File: config.mk
export PLATFORM = sky130hd
export DESIGN_NAME = bitcount_unit
export DESIGN_NICKNAME = d
export VERILOG_FILES = /design/src/rtl/bitcount_pkg.sv /design/src/rtl/bc_popcount_tree.sv /design/src/rtl/bc_flat_stage.sv /design/src/rtl/bc_iter_engine.sv /design/src/rtl/bitcount_unit.sv
export SDC_FILE = /design/constraint.sdc
export NUM_CORES = 1
export LEC_CHECK = 0
export ABC_AREA = 1
export CORE_MARGIN = 1.5
export CORE_UTILIZATION = 25
export CTS_CLUSTER_DIAMETER = 100
export CTS_CLUSTER_SIZE = 10
export DETAILED_ROUTE_END_ITERATION = 6
export HOLD_SLACK_MARGIN = 0.15
export RECOVER_POWER = 100
export SYNTH_ARGS = -nofsm -noshare
export SYNTH_HDL_FRONTEND = slang
export SYNTH_HIERARCHICAL = 1
export SYNTH_SLANG_ARGS = --single-unit
File: constraint.sdc
create_clock -name clk_i -period 1.4 [get_ports clk_i]
set_clock_uncertainty 0.05 [all_clocks]
set_input_delay 0.14 -clock clk_i [delete_from_list [all_inputs] [get_ports clk_i]]
set_output_delay 0.14 -clock clk_i [all_outputs]
set_load 0.05 [all_outputs]
File: src/rtl/bitcount_pkg.sv
package bitcount_pkg;

    typedef enum logic {
        BC_IDLE = 1'b0,
        BC_BUSY = 1'b1
    } bc_mode_e;

    function automatic int unsigned bc_count_width(input int unsigned w);
        return $clog2(w + 1);
    endfunction

endpackage

File: src/rtl/bc_popcount_tree.sv
module bc_popcount_tree
    import bitcount_pkg::*;
#(
    parameter int unsigned WIDTH = 16,
    parameter int unsigned CW    = bc_count_width(WIDTH)
) (
    input  logic [WIDTH-1:0] vec_i,
    output logic [CW-1:0]    sum_o
);
    localparam int unsigned LEVELS = (WIDTH > 1) ? $clog2(WIDTH) : 0;
    localparam int unsigned LEAVES = 1 << LEVELS;
    localparam int unsigned NODES  = 2 * LEAVES - 1;

    // heap layout: node k has children 2k+1 and 2k+2, leaves at the tail
    logic [CW-1:0] node [NODES];

    genvar gi;
    generate
        for (gi = 0; gi < LEAVES; gi++) begin : g_leaf
            if (gi < WIDTH) begin : g_real
                assign node[LEAVES-1+gi] = CW'(vec_i[gi]);
            end else begin : g_pad
                assign node[LEAVES-1+gi] = '0;
            end
        end
        for (gi = 0; gi < LEAVES - 1; gi++) begin : g_sum
            assign node[gi] = node[2*gi+1] + node[2*gi+2];
        end
    endgenerate

    assign sum_o = node[0];

endmodule

File: src/rtl/bc_flat_stage.sv
module bc_flat_stage
    import bitcount_pkg::*;
#(
    parameter int unsigned WIDTH = 16,
    parameter int unsigned CW    = bc_count_width(WIDTH)
) (
    input  logic             clk_i,
    input  logic             rst_ni,
    input  logic [WIDTH-1:0] vec_i,
    output logic [CW-1:0]    count_o
);
    typedef struct packed {
        logic [CW-1:0] count;
    } flat_st_t;

    flat_st_t      st_d, st_q;
    logic [CW-1:0] tree_sum;

    bc_popcount_tree #(
        .WIDTH (WIDTH),
        .CW    (CW)
    ) u_tree (
        .vec_i (vec_i),
        .sum_o (tree_sum)
    );

    always_comb begin
        st_d       = st_q;
        st_d.count = tree_sum;
    end

    always_ff @(posedge clk_i or negedge rst_ni) begin
        if (!rst_ni) begin
            st_q <= '0;
        end else begin
            st_q <= st_d;
        end
    end

    assign count_o = st_q.count;

endmodule

File: src/rtl/bc_iter_engine.sv
module bc_iter_engine
    import bitcount_pkg::*;
#(
    parameter int unsigned WIDTH = 16,
    parameter int unsigned CW    = bc_count_width(WIDTH)
) (
    input  logic             clk_i,
    input  logic             rst_ni,
    input  logic             start_i,
    input  logic [WIDTH-1:0] vec_i,
    output logic [CW-1:0]    count_o,
    output logic             ready_o
);
    localparam int unsigned LW = $clog2(WIDTH + 1);

    typedef struct packed {
        bc_mode_e         mode;
        logic [WIDTH-1:0] shift;
        logic [CW-1:0]    acc;
        logic [LW-1:0]    left;
        logic [CW-1:0]    result;
    } iter_st_t;

    iter_st_t      st_d, st_q;
    logic [CW-1:0] acc_next;

    assign acc_next = st_q.acc + CW'(st_q.shift[0]);

    always_comb begin
        st_d = st_q;
        unique case (st_q.mode)
            BC_IDLE: begin
                if (start_i) begin
                    st_d.mode  = BC_BUSY;
                    st_d.shift = vec_i;
                    st_d.acc   = '0;
                    st_d.left  = LW'(WIDTH);
                end
            end
            BC_BUSY: begin
                st_d.acc   = acc_next;
                st_d.shift = st_q.shift >> 1;
                st_d.left  = st_q.left - 1'b1;
                if (st_q.left == LW'(1)) begin
                    st_d.result = acc_next;
                    st_d.mode   = BC_IDLE;
                end
            end
            default: st_d.mode = BC_IDLE;
        endcase
    end

    always_ff @(posedge clk_i or negedge rst_ni) begin
        if (!rst_ni) begin
            st_q <= '{mode: BC_IDLE, shift: '0, acc: '0, left: '0, result: '0};
        end else begin
            st_q <= st_d;
        end
    end

    assign count_o = st_q.result;
    assign ready_o = (st_q.mode == BC_IDLE);

endmodule

File: src/rtl/bitcount_unit.sv
module bitcount_unit
    import bitcount_pkg::*;
#(
    parameter int unsigned WIDTH     = 16,
    parameter bit          ITERATIVE = 1'b1,
    localparam int unsigned CW       = bc_count_width(WIDTH)
) (
    input  logic             clk_i,
    input  logic             rst_ni,
    input  logic             start_i,
    input  logic [WIDTH-1:0] vec_i,
    output logic [CW-1:0]    count_o,
    output logic             ready_o
);
    generate
        if (ITERATIVE) begin : g_iter
            bc_iter_engine #(
                .WIDTH   (WIDTH),
                .CW      (CW)
            ) u_engine (
                .clk_i   (clk_i),
                .rst_ni  (rst_ni),
                .start_i (start_i),
                .vec_i   (vec_i),
                .count_o (count_o),
                .ready_o (ready_o)
            );
        end else begin : g_flat
            bc_flat_stage #(
                .WIDTH   (WIDTH),
                .CW      (CW)
            ) u_stage (
                .clk_i   (clk_i),
                .rst_ni  (rst_ni),
                .vec_i   (vec_i),
                .count_o (count_o)
            );
            assign ready_o = 1'b1;
        end
    endgenerate

endmodule

==> flow_summary.yaml, run 1 <==
routing:
  wl_mm: 2.91
  wl_per_cell_um: 10.3
  viasPerCell: 4.27
  antenna_left: 0
  drt_iter0_markers: 47
  vias: 1201
  drcViolationCount: 0
  first_pass_iters: 4
synthesis:
  syn_area_per_cell_um2: 8.68
  synthTopCellsByArea: "dfrtp_1, nand2_1, nand3_1"
  yosys.area.top_type: "dfrtp_1"
  netlist.area_leader.share: 0.521
  synth.distinct_cells: 20
  synthesis.instances: 177
  yosys_warnings: 6
  synth_area_um2: 1540
  seq_area_frac_synth: 0.521
  ys_seq_elements: 32
  synth.net_count: 200
placed_design:
  io_buffers: 24
  dpl_cell_area_um2: 1890
  globalplace.congestion: 0.740
  place_hpwl_mm: 2.04
worst_setup_path:
  cpMaxStageDelayCell: "dfrtp_1"
  r2r_cells: 3
  arrival_ns: 1.14
  max_stage_delay_ns: 0.39
  required_ns: 1.21
  path_cells: "buf_4 > inv_2 > buf_4"
  r2r_slack_ns: 0.10
  crit_buf_inv: 3
  cp-startpoint: "g_iter.u_engine/st_q[31]"
  crit_family: "buffers and inverters"
  critical_path.endpoint: "ready_o"
  r2r-end: "g_iter.u_engine/st_q[11]"
  path_depth: 3
  critical_path_class: "reg2out"
  crit_path_end_kind: "output port"
  crit_top_cell: "buf_4"
  crit_fanout: 7
  crit_path_start_kind: "flop"
  reg2reg_from: "g_iter.u_engine/st_q[10]"
floorplanning:
  pin_count: 25
  die_h_um: 81.4
  fp.dieArea_um2: 6630
  num_rows: 28
  die_x_um: 81.4
  core_region_area_um2: 5920
  start_util: 0.260
pwr:
  peakVddDrop_v: 0.000694
  powerDensity_nw_per_um2: 2070
  p_leak_nw: 0.933
final_layout:
  regArea_um2: 801
  layout_commonest_cell: "nand2_1"
  fill_cells: 631
  multi_input_area_um2: 577
  antenna_cells: 0
  area_delta_synth_final_pct: 23.9
  layout.nets: 228
  design_area_um2: 1900
  layout_common_cells: "nand2_1, dfrtp_1, nand3_1"
  drive_gt1_frac: 0.131
clocking:
  clockBufferDepth: 2
  cts_buffers: 5
  clock_sink_count: 32
  clockRootBuffer: "clkbuf_8"
  cts_tree: "built"
  htree_levels: 2
  clock_latency_ns: 0.29
  clk_pin_slew_worst_paths_ns: 0.07
  cts_hold_buf: 0
timing:
  post-route-min-period_ns: 1.33
  period_share: 0.948
  setup_viol: 0
  tns_ns: 0
  worst_pin_slew_ns: 0.812
  hold_viol_final: 0
  final_max_slew_viol_count: 0
  fmax_mhz: 753
  rsz0062_at_grt: "false"
  relSlewSlack: 0.459
min_path:
  hold_path.startpoint: "vec_i[9]"
  hold_path.class: "in2reg"
global_routing:
  grt_pass1_wl_mm: 4.88
  grt-ovfl-total: 0
  grt_antenna_before_repair: 0
  grt_pass1_vias: 1082
  track_usage: 0.101
  grt_start_max_net_pins: 33
job:
  maxCapViolations: 0
outcome:
  status: "finished clean"
## sequential cells by signal, indices dropped and copies added (netlist names)
signal and flops:
g_iter.u_engine/st_q 27, g_iter.u_engine/count_o 5
## synth_stat cells
| library cell | number |
|---|---|
| nand2_1 | 79 |
| dfrtp_1 | 32 |
| nand3_1 | 18 |
| inv_1 | 10 |
| buf_4 | 6 |
| buf_6 | 4 |
| ha_1 | 4 |
| nand4_1 | 4 |
| nor2_1 | 3 |
| o21ai_1 | 3 |
| a22o_1 | 2 |
| inv_2 | 2 |
| nor2_4 | 2 |
| o21ai_0 | 2 |
| buf_2 | 1 |
| nand3_2 | 1 |
| nor2_8 | 1 |
| o211ai_2 | 1 |
| o22ai_1 | 1 |
| xor2_1 | 1 |
## routing by layer
layer / GRT usage / wire length [µm] / vias to the layer above
met5: 0 / 0 / -
met1: 0.124 / 1350 / 554
met3: 0.0303 / 149 / 6
met4: 0.0672 / 80 / 0
li1: - / - / 616
met2: 0.150 / 1330 / 25
## tightest hold or removal path, delay by kind of cell
| kind | cells | cell delay [ns] |
|---|---|---|
| buffers and inverters | 1 | 0.40 |
| and+or+nand+nor | 2 | 0.13 |
## layout make-up
cell class	instances	share of cell area
multi-input combinational	122	0.303
tap	75	0.0493
sequential	32	0.421
inverter	12	0.0237
clock inverter	2	0.0184
clock buffer	6	0.0381
timing repair buffer	32	0.147
## worst min path at each step
stage | to | cells after the start
4_1_cts | g_iter.u_engine/st_q[7] | 2
3_3_place_gp | g_iter.u_engine/st_q[9] | 1
2_1_floorplan | g_iter.u_engine/count_o[0] | 0
3_5_place_dp | g_iter.u_engine/st_q[9] | 1
6_report | g_iter.u_engine/st_q[24] | 3
5_1_grt | g_iter.u_engine/st_q[24] | 3
## timing repair
action	CTS	global route
gates resized for setup	2	0
setup buffers	0	2
endpoints found under the setup margin	1	2
cloned	0	0
pin swaps	0	1
## logic make-up (layout without fill, tap and decap cells)
family                   Yosys count  after routing  synth area share
XOR/XNOR                           1              1           0.00570
buffers and inverters             23             52            0.0912
adder cells (fa/ha/maj)            4              4            0.0326
AND/OR/NAND/NOR                  108            108             0.309
flip-flops                        32             32             0.521
AO/OA/AOI/OAI                      9              9            0.0399
## power by group
group	switching, mW	internal, mW	leakage (nW)	total, mW
combinational	0.954	0.586	0.465	1.54
sequential	0.238	1.31	0.413	1.55
clock	0.334	0.528	0.0552	0.862
total	1.53	2.42	0.933	3.95
## per-stage QoR
stage	hold slack, ns	setup WS [ns]	util	total power [mW]	cells
2_1_floorplan	-0.206	0.156	-	2.84	177
3_3_place_gp	0.410	0.0637	0.320	3.32	271
3_5_place_dp	0.417	0.0397	0.320	3.35	271
4_1_cts	0.168	0.00878	0.339	4.25	279
5_1_grt	0.380	0.0177	0.321	4.24	281
6_report	0.374	0.0727	0.321	3.95	281
Note: power is estimated with default switching activity, not from simulation.
==> inputs of run 2 (changes only) <==
- CTS_CLUSTER_DIAMETER: 100 -> 150
==> results of run 2 <==
No change in the layout: final DEF, timing and power equal those of run 1.
==> inputs of run 3 (changes only) <==
- CORE_UTILIZATION: 25 -> 30
- CTS_CLUSTER_DIAMETER: 150 -> unset
==> run 3 against run 2 <==
  * Routed wire length is 2.6% higher
  * Largest cell class unchanged
  * Non-clock buffer count shrank 3
  * Clock power fell by 17%
  * First-iteration DRC count is 19% higher
  * Sequential share of layout area barely moved
==> flow_summary.yaml, run 3 (synthesized netlist as in run 1, its figures left out) <==
clocking:
  cts_tree: "built"
  clock_sink_count: 32
  clockBufferDepth: 2
  clk_pin_slew_worst_paths_ns: 0.06
  clockRootBuffer: "clkbuf_8"
  clock_latency_ns: 0.27
  cts_buffers: 5
  htree_levels: 2
  cts_hold_buf: 0
worst_setup_path:
  max_stage_delay_ns: 0.42
  crit_path_end_kind: "output port"
  crit_buf_inv: 3
  crit_fanout: 14
  critical_path_class: "reg2out"
  arrival_ns: 1.14
  cpMaxStageDelayCell: "dfrtp_2"
  required_ns: 1.21
  crit_path_start_kind: "flop"
  path_cells: "buf_12 > clkinvlp_4 > buf_4"
  crit_family: "buffers and inverters"
routing:
  vias: 1179
  wl_per_cell_um: 11.0
  antenna_left: 0
  drt_iter0_markers: 56
  viasPerCell: 4.37
  drcViolationCount: 0
  wl_mm: 2.98
  first_pass_iters: 4
min_path:
  hold_path.class: "in2reg"
final_layout:
  layout_common_cells: "nand2_1, dfrtp_1, nand3_1"
  regArea_um2: 802
  antenna_cells: 0
  drive_gt1_frac: 0.113
  stdcell_count: 270
  fill_cells: 509
  largest_reg_flops: 27
  multi_input_area_um2: 577
  layout.nets: 225
  layout_commonest_cell: "nand2_1"
  area_delta_synth_final_pct: 24.1
  regMostFlops: "g_iter.u_engine/st_q"
global_routing:
  grt_pass1_wl_mm: 4.92
  grt_pass1_vias: 1166
  grt-ovfl-total: 0
  grt_start_max_net_pins: 33
  grt_antenna_before_repair: 0
  track_usage: 0.117
job:
  maxCapViolations: 0
timing:
  worst_pin_slew_ns: 0.807
  setup_viol: 0
  fmax_mhz: 754
  post-route-min-period_ns: 1.33
  final_max_slew_viol_count: 0
  period_share: 0.947
  tns_ns: 0
  relSlewSlack: 0.462
  hold_slack_ns: 0.373
  hold_viol_final: 0
  rsz0062_at_grt: "false"
floorplanning:
  fp.dieArea_um2: 5560
  num_rows: 25
  die_h_um: 74.6
  pin_count: 25
  die_x_um: 74.6
  start_util: 0.319
  core_region_area_um2: 4820
pwr:
  p_total_mw: 3.90
  p_leak_nw: 0.950
  peakVddDrop_v: 0.000750
  powerDensity_nw_per_um2: 2050
placed_design:
  io_buffers: 24
  dp.cells: 260
  globalplace.congestion: 0.718
  place_hpwl_mm: 1.95
outcome:
  status: "finished clean"
## run 3: what timing repair did
item | in CTS | in global routing
setup endpoints to repair | 1 | 1
gates cloned | 0 | 1
gates resized for setup | 1 | 2
setup buffers | 0 | 1
pin swaps | 0 | 0
## run 3: power by group
| part | internal (mW) | switching (mW) |
|---|---|---|
| clock | 0.400 | 0.317 |
| sequential | 1.31 | 0.245 |
| combinational | 0.653 | 0.978 |
## run 3: final timing paths
kind	from	endpoint	slack, ns	cells past startpoint
hold / removal	vec_i[8]	g_iter.u_engine/st_q[23]	0.37	3
setup / recovery	g_iter.u_engine/st_q[31]	ready_o	0.07	3
hold reg to reg	g_iter.u_engine/count_o[0]	g_iter.u_engine/count_o[0]	0.41	2
setup reg to reg	g_iter.u_engine/st_q[31]	g_iter.u_engine/st_q[29]	0.10	4
max in group asynchronous	rst_ni	g_iter.u_engine/st_q[31]	0.31	2
min in group asynchronous	rst_ni	g_iter.u_engine/st_q[16]	0.43	2
## run 3: worst reg2reg max path, cell delays in order (launching register included)
cell and delay [ns]:
dfrtp_2 0.42, buf_12 0.16, nor2_4 0.35, nand2_1 0.11, o211ai_1 0.12
## run 3: through the flow
stage                     setup slack, ns  instance area, µm²  utilization
final                              0.0738                1910        0.396
after detailed placement           0.0485                1870        0.389
after global placement             0.0661                1870        0.389
after floorplan                     0.156                1540            -
after CTS                          0.0179                1970        0.408
after global routing               0.0213                1910        0.396
## run 3: routing by layer
layer / track usage / share of wire / vias up
met1: 0.138 / 0.48 / 543
met2: 0.196 / 0.46 / 25
li1: - / - / 607
met3: 0.0434 / 0.043 / 4
met4: 0.0384 / 0.011 / 0
met5: 0 / 0 / -
## run 3: final cells by class
cell class / instances / share of cell area
inverter: 12 / 0.0256
timing repair buffer: 29 / 0.160
multi-input combinational: 122 / 0.302
clock buffer: 8 / 0.0472
sequential: 32 / 0.421
tap: 67 / 0.0440
